**src/rtl/blit_pkg.sv**
```systemverilog
package blit_pkg;
  localparam int NCH = 4;
  localparam int SEL_W = 4;
  localparam logic [SEL_W-1:0] SEL_PTH  = 4'd0;   // +channel
  localparam logic [SEL_W-1:0] SEL_PTL  = 4'd4;   // +channel
  localparam logic [SEL_W-1:0] SEL_MOD  = 4'd8;   // +channel
  localparam logic [SEL_W-1:0] SEL_FWM  = 4'd12;
  localparam logic [SEL_W-1:0] SEL_LWM  = 4'd13;
  localparam logic [SEL_W-1:0] SEL_SIZE = 4'd14;
endpackage

```
**src/rtl/blit_chan.sv**
```systemverilog
module blit_chan
  import blit_pkg::*;
#(
  parameter int ADDR_W = 20,
  parameter int DATA_W = 16,
  parameter int CH     = 0
) (
  input  logic              clk_i,
  input  logic              rst_ni,
  input  logic              wr_en_i,
  input  logic [SEL_W-1:0]  wr_sel_i,
  input  logic [DATA_W-1:0] wr_data_i,
  input  logic              busy_i,
  input  logic              en_i,
  input  logic              line_end_i,
  output logic [ADDR_W-1:0] addr_o
);
  localparam int HI_W = ADDR_W - DATA_W;
  localparam logic [ADDR_W-1:0] WORD_BYTES = ADDR_W'(2);
  localparam logic [SEL_W-1:0] MY_PTH = SEL_PTH + SEL_W'(CH);
  localparam logic [SEL_W-1:0] MY_PTL = SEL_PTL + SEL_W'(CH);
  localparam logic [SEL_W-1:0] MY_MOD = SEL_MOD + SEL_W'(CH);

  logic [ADDR_W-1:0] ptr_q;
  logic [DATA_W-1:0] mod_q;
  logic [ADDR_W-1:0] mod_ext, step;

  assign mod_ext = {{HI_W{mod_q[DATA_W-1]}}, mod_q};
  assign step    = line_end_i ? WORD_BYTES + mod_ext : WORD_BYTES;
  assign addr_o  = ptr_q;

  always_ff @(posedge clk_i or negedge rst_ni) begin
    if (!rst_ni) begin
      ptr_q <= '0;
      mod_q <= '0;
    end else if (busy_i) begin
      if (en_i) ptr_q <= ptr_q + step;
    end else if (wr_en_i) begin
      if (wr_sel_i == MY_PTH) ptr_q[ADDR_W-1:DATA_W] <= wr_data_i[HI_W-1:0];
      if (wr_sel_i == MY_PTL) ptr_q[DATA_W-1:0] <= {wr_data_i[DATA_W-1:1], 1'b0};
      if (wr_sel_i == MY_MOD) mod_q <= {wr_data_i[DATA_W-1:1], 1'b0};
    end
  end
endmodule

```
**src/rtl/blit_seq.sv**
```systemverilog
module blit_seq #(
  parameter int WID_W = 6,
  parameter int HGT_W = 10
) (
  input  logic                   clk_i,
  input  logic                   rst_ni,
  input  logic                   start_i,
  input  logic [WID_W+HGT_W-1:0] size_i,
  output logic                   busy_o,
  output logic                   done_o,
  output logic                   first_o,
  output logic                   last_o
);
  localparam logic [WID_W:0] W_ONE = (WID_W+1)'(1);
  localparam logic [HGT_W:0] H_ONE = (HGT_W+1)'(1);

  logic [WID_W:0] width_q, col_q, width_dec;
  logic [HGT_W:0] height_q, row_q, height_dec;
  logic [WID_W-1:0] w_fld;
  logic [HGT_W-1:0] h_fld;

  assign w_fld = size_i[WID_W-1:0];
  assign h_fld = size_i[WID_W+HGT_W-1:WID_W];
  // zero field selects the maximum count
  assign width_dec  = (w_fld == '0) ? {1'b1, {WID_W{1'b0}}} : {1'b0, w_fld};
  assign height_dec = (h_fld == '0) ? {1'b1, {HGT_W{1'b0}}} : {1'b0, h_fld};

  assign first_o = busy_o && (col_q == '0);
  assign last_o  = busy_o && (col_q == width_q - W_ONE);

  always_ff @(posedge clk_i or negedge rst_ni) begin
    if (!rst_ni) begin
      busy_o   <= 1'b0;
      done_o   <= 1'b0;
      width_q  <= '0;
      height_q <= '0;
      col_q    <= '0;
      row_q    <= '0;
    end else begin
      done_o <= 1'b0;
      if (start_i) begin
        busy_o   <= 1'b1;
        width_q  <= width_dec;
        height_q <= height_dec;
        col_q    <= '0;
        row_q    <= '0;
      end else if (busy_o) begin
        if (last_o) begin
          col_q <= '0;
          if (row_q == height_q - H_ONE) begin
            busy_o <= 1'b0;
            done_o <= 1'b1;
          end else begin
            row_q <= row_q + H_ONE;
          end
        end else begin
          col_q <= col_q + W_ONE;
        end
      end
    end
  end
endmodule

```
**src/rtl/blit_mask.sv**
```systemverilog
module blit_mask #(
  parameter int DATA_W = 16
) (
  input  logic [DATA_W-1:0] data_i,
  input  logic [DATA_W-1:0] first_mask_i,
  input  logic [DATA_W-1:0] last_mask_i,
  input  logic              first_i,
  input  logic              last_i,
  output logic [DATA_W-1:0] data_o
);
  logic [DATA_W-1:0] fm, lm;
  assign fm     = first_i ? first_mask_i : '1;
  assign lm     = last_i  ? last_mask_i  : '1;
  assign data_o = data_i & fm & lm;
endmodule

```
**src/rtl/blit_addr_gen.sv**
```systemverilog
module blit_addr_gen
  import blit_pkg::*;
#(
  parameter int ADDR_W = 20,
  parameter int DATA_W = 16,
  parameter int WID_W  = 6,
  parameter int HGT_W  = 10
) (
  input  logic              clk_i,
  input  logic              rst_ni,
  input  logic              wr_en_i,
  input  logic [SEL_W-1:0]  wr_sel_i,
  input  logic [DATA_W-1:0] wr_data_i,
  input  logic [NCH-1:0]    chan_en_i,
  input  logic [DATA_W-1:0] a_data_i,
  output logic [DATA_W-1:0] a_masked_o,
  output logic [ADDR_W-1:0] addr_a_o,
  output logic [ADDR_W-1:0] addr_b_o,
  output logic [ADDR_W-1:0] addr_c_o,
  output logic [ADDR_W-1:0] addr_d_o,
  output logic [NCH-1:0]    addr_valid_o,
  output logic              busy_o,
  output logic              done_o
);
  logic [ADDR_W-1:0] addr_w [NCH];
  logic [DATA_W-1:0] fwm_q, lwm_q;
  logic first_w, last_w, start_w, cfg_wr;

  assign cfg_wr  = wr_en_i && !busy_o;
  assign start_w = cfg_wr && (wr_sel_i == SEL_SIZE);

  always_ff @(posedge clk_i or negedge rst_ni) begin
    if (!rst_ni) begin
      fwm_q <= '1;
      lwm_q <= '1;
    end else if (cfg_wr) begin
      if (wr_sel_i == SEL_FWM) fwm_q <= wr_data_i;
      if (wr_sel_i == SEL_LWM) lwm_q <= wr_data_i;
    end
  end

  blit_seq #(.WID_W(WID_W), .HGT_W(HGT_W)) i_seq (
    .clk_i  (clk_i),
    .rst_ni (rst_ni),
    .start_i(start_w),
    .size_i (wr_data_i[WID_W+HGT_W-1:0]),
    .busy_o (busy_o),
    .done_o (done_o),
    .first_o(first_w),
    .last_o (last_w)
  );

  for (genvar g = 0; g < NCH; g++) begin : g_chan
    blit_chan #(.ADDR_W(ADDR_W), .DATA_W(DATA_W), .CH(g)) i_chan (
      .clk_i     (clk_i),
      .rst_ni    (rst_ni),
      .wr_en_i   (wr_en_i),
      .wr_sel_i  (wr_sel_i),
      .wr_data_i (wr_data_i),
      .busy_i    (busy_o),
      .en_i      (chan_en_i[g]),
      .line_end_i(last_w),
      .addr_o    (addr_w[g])
    );
  end

  blit_mask #(.DATA_W(DATA_W)) i_mask (
    .data_i      (a_data_i),
    .first_mask_i(fwm_q),
    .last_mask_i (lwm_q),
    .first_i     (first_w),
    .last_i      (last_w),
    .data_o      (a_masked_o)
  );

  assign addr_a_o     = addr_w[0];
  assign addr_b_o     = addr_w[1];
  assign addr_c_o     = addr_w[2];
  assign addr_d_o     = addr_w[3];
  assign addr_valid_o = {NCH{busy_o}} & chan_en_i;
endmodule

```
**config.mk**
```make
export PLATFORM = sky130hd
export DESIGN_NAME = blit_addr_gen
export DESIGN_NICKNAME = d
export VERILOG_FILES = /design/src/rtl/blit_pkg.sv /design/src/rtl/blit_chan.sv /design/src/rtl/blit_seq.sv /design/src/rtl/blit_mask.sv /design/src/rtl/blit_addr_gen.sv
export SDC_FILE = /design/constraint.sdc
export NUM_CORES = 1
export LEC_CHECK = 0
export BUFFER_PORTS_ARGS = -buffer_cell sky130_fd_sc_hd__buf_2
export CAP_MARGIN = 20
export CORE_ASPECT_RATIO = 1.4
export CORE_UTILIZATION = 45
export DETAILED_ROUTE_END_ITERATION = 7
export PLACE_DENSITY_LB_ADDON = 0.15
export SLEW_MARGIN = 25
export SYNTH_ARGS = -nofsm -noshare
export SYNTH_HDL_FRONTEND = slang
export SYNTH_SLANG_ARGS = --single-unit
```
**constraint.sdc**
```tcl
create_clock -name clk_i -period 6 [get_ports clk_i]
set_input_delay 0.6 -clock clk_i [delete_from_list [all_inputs] [get_ports clk_i]]
set_output_delay 0.6 -clock clk_i [all_outputs]
set_load 0.02 [all_outputs]
```
# Word level (Yosys, flattened, before mapping)
# Cells that the tools add are included.
op_classes:
  addsub: 12
  eq_ne: 21
  n_mux: 43
  n_bitwise: 4
  reduce_logical: 35
op_table:
  columns: ["operator", "n"]
  rows:
  - ["20-bit two-way mux", 16]
  - ["16-bit two-way mux", 6]
  - ["20-bit adder", 4]
  - ["3-bit by 16-bit adder with 17-bit output, first input constant", 4]
  - ["11-bit two-way mux", 5]
  - ["3-bit AND reduction", 13]
  - ["16-bit AND", 2]
  - ["4-bit equality test, second input constant", 7]
  - ["7-bit two-way mux", 4]
  - ["2-bit nonzero test", 11]
  - ["4-bit by 3-bit equality test with 1-bit output, second input constant", 4]
  - ["4-bit two-way mux", 4]
  - ["11-bit by 1-bit adder with 11-bit output, second input constant", 1]
  - ["11-bit equality test", 1]
  - ["11-bit by 1-bit subtractor with 11-bit output, second input constant", 1]
  - ["10-bit zero test", 1]
  - ["4-bit by 2-bit equality test with 1-bit output, second input constant", 2]
  - ["1-bit two-way mux", 8]
  - ["2-bit != test, second input constant", 4]
  - ["7-bit by 1-bit adder with 7-bit output, second input constant", 1]
  - ["7-bit equality test", 1]
  - ["7-bit zero test", 1]
  - ["7-bit by 1-bit subtractor with 7-bit output, second input constant", 1]
  - ["6-bit zero test", 1]
  - ["other kinds (8)", 12]
totals:
  regBits: 210
  wordCells: 135

# Longest topological paths before layout
logic_depth:
  depth_word: 7
  mapped_depth: 21
  mapped_depth_nobuf: 20

# Cells and area by module
# A second synthesis with hierarchy kept.
unflattened:
  hier_cells: 1559
  hier_area_um2: 14757.9
by_module_without_submodules:
  columns: ["mod", "n_inst", "cells_per_inst", "area_per_inst_um2", "seq_area_each_um2"]
  rows:
  - ["blit_chan (g_chan[1].i_chan ...)", 2, 305, 2700.1, 850.8]
  - ["blit_chan (g_chan[0].i_chan)", 1, 302, 2730.1, 850.8]
  - ["blit_chan (g_chan[3].i_chan)", 1, 303, 2687.6, 850.8]
  - ["blit_seq", 1, 249, 2368.5, 950.9]
  - ["blit_addr_gen", 1, 75, 1361.3, 840.8]
  - ["blit_mask", 1, 20, 210.2, 0.0]

# Least setup slack after synthesis
# OpenSTA, ideal clock, no wires.
synth_timing:
  path_type: "register -> register"
  from: "register i_seq.width_q[2]"
  to: "register g_chan[1].i_chan.ptr_q[18]"
  setup_time_ns: 0.083
  arrival_ns: 4.185
  t_required_ns: 5.917
  slack_ns: 1.732
  stages_incl_launch_ff: 20
  cell_sequence: "dfrtp_1 -> clkbuf_1 -> nor3_1 -> and3_1 -> o311ai_1 -> a2111o_1 -> clkbuf_1 -> clkinv_1 -> nand2_1 -> inv_1 -> ha_1 -> a21o_1 -> a21oi_1 -> o21bai_1 -> a2111o_1 -> and3_1 -> o41ai_1 -> o211ai_1 -> xnor2_1 -> o21ai_0"
synth_via:
  elab_chain_len: 7
synth_lines:
  columns: ["element", "line_no", "rtl"]
  rows:
  - ["start, declared", "blit_seq.sv:17", "logic [WID_W:0] width_q, col_q, width_dec;"]
  - ["start signal, assigned", "blit_seq.sv:43", "width_q <= width_dec;"]
  - ["7-bit by 1-bit subtractor with 7-bit output", "blit_seq.sv:29", "assign last_o = busy_o && (col_q == width_q - W_ONE);"]
  - ["7-bit equality test", "blit_seq.sv:29", null]
  - ["1-bit logical AND", "blit_seq.sv:29", null]
  - ["20-bit two-way mux", "blit_chan.sv:29", "assign step = line_end_i ? WORD_BYTES + mod_ext : WORD_BYTES;"]
  - ["20-bit adder", "blit_chan.sv:37", "if (en_i) ptr_q <= ptr_q + step;"]
  - ["20-bit two-way mux", "blit_chan.sv:37", null]
  - ["20-bit two-way mux", "blit_chan.sv:36", "end else if (busy_i) begin"]
  - ["end signal, assigned", "blit_chan.sv:37", null]
  - ["end signal, assigned by index", "blit_chan.sv:39", "if (wr_sel_i == MY_PTH) ptr_q[ADDR_W-1:DATA_W] <= wr_data_i[HI_W-1:0];"]
  - ["end signal, assigned by index", "blit_chan.sv:40", "if (wr_sel_i == MY_PTL) ptr_q[DATA_W-1:0] <= {wr_data_i[DATA_W-1:1], 1'b0};"]
  - ["end, declared", "blit_chan.sv:24", "logic [ADDR_W-1:0] ptr_q;"]
# No other way between the ends. The select of a mux whose other input is x is not followed.
# A chain may end at the register's enable or synchronous reset.

# Final worst setup path
layout_timing:
  from: "register i_seq.width_q[0]"
  to: "register g_chan[0].i_chan.ptr_q[19]"
layout_via:
  elab_chain_len: 7
layout_lines:
  columns: ["element", "line_no"]
  rows:
  - ["7-bit by 1-bit subtractor with 7-bit output", "blit_seq.sv:29"]
  - ["7-bit equality test", "blit_seq.sv:29"]
  - ["1-bit logical AND", "blit_seq.sv:29"]
  - ["20-bit two-way mux", "blit_chan.sv:29"]
  - ["20-bit adder", "blit_chan.sv:37"]
  - ["20-bit two-way mux", "blit_chan.sv:37"]
  - ["20-bit two-way mux", "blit_chan.sv:36"]
  - ["end signal, assigned", "blit_chan.sv:37"]
  - ["end signal, assigned by index", "blit_chan.sv:39"]
  - ["end signal, assigned by index", "blit_chan.sv:40"]
  - ["end, declared", "blit_chan.sv:24"]
# No other way between the ends. The select of a mux whose other input is x is not followed.

==> summary.md <==
| Metric | Value |
|---|---|
| Final hold slack | 0.403 ns |
| Die Ht | 207 um |
| First-pass GRT wire length | 63,100 um |
| Final ANT Viol Nets | 0 |
| Cts bufs inserted | 23 |
| Yosys Warn Count | 0 |
| Critical register-to-register path startpoint | i_seq.width_q[0] |
| Synth Area in Adders | 8.09% |
| Crit-path max FO | 27 |
| FFs w/ async S/R, synth | 100% |
| Drt first pass iters | 5 |
| Pleak | 0.00729 uW |
| R2r worst-path depth | 19 |
| Fmax | 190 MHz |
| Largest family of logic cells by synthesized area | simple AND/OR/NAND/NOR gates |
| Worst slack at placement | 0.853 ns |
| Setup WS post-layout | 0.750 ns |
| Slew HR | 28.6% |
| Syn_area_per_cell | 9.17 um2 |
| Nature of the critical path startpoint | flop |
| Post-synthesis mux area share | 9.00% |
| Clock Path Buffers | 3 |
| Fin crit share | 87.5% |
| Final min period | 5.25 ns |
| Nets | 1,729 |
| Critical Path AT | 5.66 ns |
| Seq/Total Area, Yosys | 38.4% |
| Outcome | completed |
| DR iter-0 viols | 686 |
| Via density | 5.73 |
| Syn Inst Count | 1,475 |
| Grt ovf | 0 |
| P&R area growth vs syn | 13.9% |
| R2R Setup Slk | 0.75 ns |
| Routed via count | 11,449 |
| Critical path type | reg2reg |
| Final Hold Fails | 0 |
| IO buf count | 140 |
| Setup violations, final | 0 |
| Initial Util | 46.1% |
| Hpwl dp | 27,900 um |
| Reg clk slew, reported paths | 0.07 ns |
| Drc violations | 0 |
| EDFF count, synth | 0 |
| Hold_buf cts | 1 |
| Number of global-route vias before repair | 11,367 |
| Compound-Gate Fraction of Synth Area | 15.9% |
| Worst r2r dst | g_chan[0].i_chan.addr_o[19] |
| Yosys reg bits | 206 |
| Maxcap violations | 0 |
| DR WL/cell | 19.9 um |
| Crit-path max cell delay | 0.55 ns |
| FP Rows | 74 |
| Largest net degree at the start of global routing | 180 |
| Fillers | 2,738 |
| Hold Path Stages | 3 |
| Power Total | 3660 uW |
| Die extent in x | 148 um |
| Crit-path cells | inv_1 -> ha_1 -> nor4bb_1 -> xnor2_1 -> a2111o_2 -> clkinv_1 -> nand2_1 -> ha_1 -> inv_1 -> fa_1 -> nor2b_1 -> o21ai_0 -> o22ai_1 -> a211oi_1 -> o31ai_1 -> a2111oi_0 -> nor3_1 -> mux2i_1 -> a21oi_1 |
| Post-Syn Area | 0.0135 mm2 |
| CP endpoint kind | flop |
| Worst vdd ir | 0.236 mV |
| CTS Sinks | 206 |
| Main flop type after synthesis | dfrtp_1 |
| Post-Synth XOR/XNOR Area | 8.62% |
| Initial antenna violation count | 0 |
| Slowest cell on the critical path | clkinv_1 |
| Setup bufs post-CTS | 0 |
| Die area | 0.0308 mm2 |
| Share of cells above drive strength 1 | 20.9% |
| Simple-gate share of the synthesized area | 16.7% |
| Root Driver | clkbuf_16 |
| Final WL | 39,800 um |
| H-tree depth | 1 |
| CTS tree | done |
| Pwr dens | 237 mW/mm2 |
| Worst hold start | wr_data_i[0] |
| Dpl cells | 1,954 |
| I/O pins | 145 |
| Final non-filler cell total | 1,997 |
| Netlist cell types | 69 |
| RSZ-0062 raised after global routing | no |
| Gpl congestion | 0.938 |
| Post_cts resized | 0 |
| GRT Resource Usage Total | 26.6% |
| HP Class | in2reg |
| Worst-Margin Slew | 1.07 ns |
| WHS Endpoint | i_seq.width_q[0] |
| Required time worst endpoint | 6.41 ns |
| Clock Skews | 0.0159 ns |
| Setup_tns | 0 ns |
| Final slew viol count | 0 |
| Skew-Pair Late Insertion Delay | 0.55 ns |
| Core Box Area | 0.0294 mm2 |
## layout by cell type, fill, tap and decap left out, types with 5 or more instances in the layout
| cell | instances |
|---|---|
| a211oi_1 | 9 |
| a21o_1 | 21 |
| a21oi_1 | 118 |
| a311oi_1 | 5 |
| a31oi_1 | 12 |
| and2_1 | 5 |
| and3_1 | 26 |
| buf_2 | 139 |
| buf_4 | 12 |
| clkbuf_1 | 10 |
| clkbuf_16 | 25 |
| dfrtp_1 | 173 |
| dfstp_2 | 32 |
| ha_1 | 81 |
| inv_1 | 54 |
| mux2_2 | 93 |
| mux2i_1 | 17 |
| nand2_1 | 168 |
| nand2b_1 | 16 |
| nand3_1 | 40 |
| nand4_1 | 13 |
| nor2_1 | 108 |
| nor2b_1 | 26 |
| nor3_1 | 27 |
| nor3b_1 | 5 |
| o21ai_0 | 107 |
| o21bai_1 | 9 |
| o221a_2 | 16 |
| o31ai_1 | 10 |
| or3_1 | 18 |
| xnor2_1 | 74 |
| xor2_1 | 59 |
## cell usage after synthesis, types with 3 or more instances
cell type    n  share of area [%]
a211oi_1     9               0.50
a21o_1      21                1.2
a21oi_1    121                4.5
a311oi_1     5               0.32
a31oi_1     13               0.60
a41oi_1      3               0.19
and2_1       5               0.23
and3_1      26                1.2
buf_1        5               0.14
buf_4        4               0.22
clkbuf_1    46                1.3
dfrtp_1    174                 32
dfstp_2     32                6.2
fa_1         4               0.59
ha_1        81                7.5
inv_1       54                1.5
mux2_2      93                7.7
mux2i_1     17                1.3
nand2_1    168                4.7
nand2b_1    16               0.74
nand3_1     40                1.5
nand3b_1     4               0.22
nand4_1     13               0.60
nor2_1     109                3.0
nor2b_1     26                1.2
nor3_1      27                1.0
nor3b_1      6               0.33
nor4_1       4               0.19
o211ai_1     4               0.22
o21a_1       4               0.22
o21ai_0    107                4.0
o21bai_1     9               0.50
o221a_2     16                1.3
o221ai_1     4               0.26
o31a_1       3               0.19
o31ai_1     10               0.56
o41ai_1      3               0.19
or3_1       18               0.83
or4_1        3               0.17
xnor2_1     74                4.8
xor2_1      59                3.8
## registers in the layout, summed over array words and instances (netlist names)
signal,cells
i_seq.height_q,11
g_chan.i_chan.mod_q,60
g_chan.i_chan.addr_o,76
lwm_q,16
i_seq.col_q,7
fwm_q,16
i_seq.busy_o,1
i_seq.width_q,7
i_seq.row_q,11
i_seq.done_o,1
## logic make-up after synthesis
group / count (synthesis)
buffers and inverters: 112
adders and majority gates: 85
DFF: 206
muxes: 110
AOI/OAI and AO/OA: 351
and+or+nand+nor: 477
other: 1
xor gates and xnor gates: 133
## worst max-delay path: cells and delay by family, from the launching register on
kind | cells | cell delay, ns
AO/OA/AOI/OAI | 7 | 1.89
multiplexers | 1 | 0.22
adder cells (fa/ha/maj) | 3 | 0.80
XOR/XNOR | 1 | 0.17
flip-flops | 1 | 0.42
AND/OR/NAND/NOR | 4 | 0.93
buffers and inverters | 3 | 0.70
## power breakdown
group / internal, uW / switching, uW / leakage, uW
Clock: 803 / 596 / 0.000355
Sequential: 1470 / 90.7 / 0.00263
Combinational: 271 / 425 / 0.00431
Total: 2550 / 1110 / 0.00729
## cell type report
class                   count  area, um2  area share (%)
inverters                  55        206            1.34
diodes                      1       2.50          0.0162
clock buffers              38        704            4.57
well taps                 380        475            3.09
repair buffers            155        857            5.57
flip-flops and latches    206       5200            33.7
multi-input cells        1160       7930            51.5
clock inverters             2       25.0           0.162
## worst max-delay path by stage
stage	from	endpoint	slack, ns	cells after the start
6_report	i_seq.width_q[0]	g_chan[0].i_chan.addr_o[19]	0.75	19
5_1_grt	i_seq.width_q[0]	g_chan[0].i_chan.addr_o[19]	0.38	19
4_1_cts	i_seq.width_q[0]	g_chan[0].i_chan.addr_o[19]	0.80	19
3_5_place_dp	i_seq.width_q[0]	g_chan[0].i_chan.addr_o[19]	0.85	19
3_3_place_gp	i_seq.width_q[0]	g_chan[0].i_chan.addr_o[19]	0.97	19
2_1_floorplan	i_seq.width_q[2]	g_chan[1].i_chan.addr_o[18]	1.73	19
## per-stage QoR
step / cell area [um2] / utilization, %
4_1_cts: 15400 / 52.3
5_1_grt: 15400 / 52.5
3_5_place_dp: 14600 / 49.8
2_1_floorplan: 13500 / -
6_report: 15400 / 52.5
3_3_place_gp: 14600 / 49.8
## metal layers
metal	routed length (um)	part of all wire [%]	track usage, %	vias up
met1	16200	41	33.1	5516
met2	19100	48	44.9	342
li1	-	-	-	5475
met4	2300	5.8	13.9	0
met5	0	0	0	-
met3	2220	5.6	3.15	116
No activity file was read; power rests on OpenSTA's default activity.
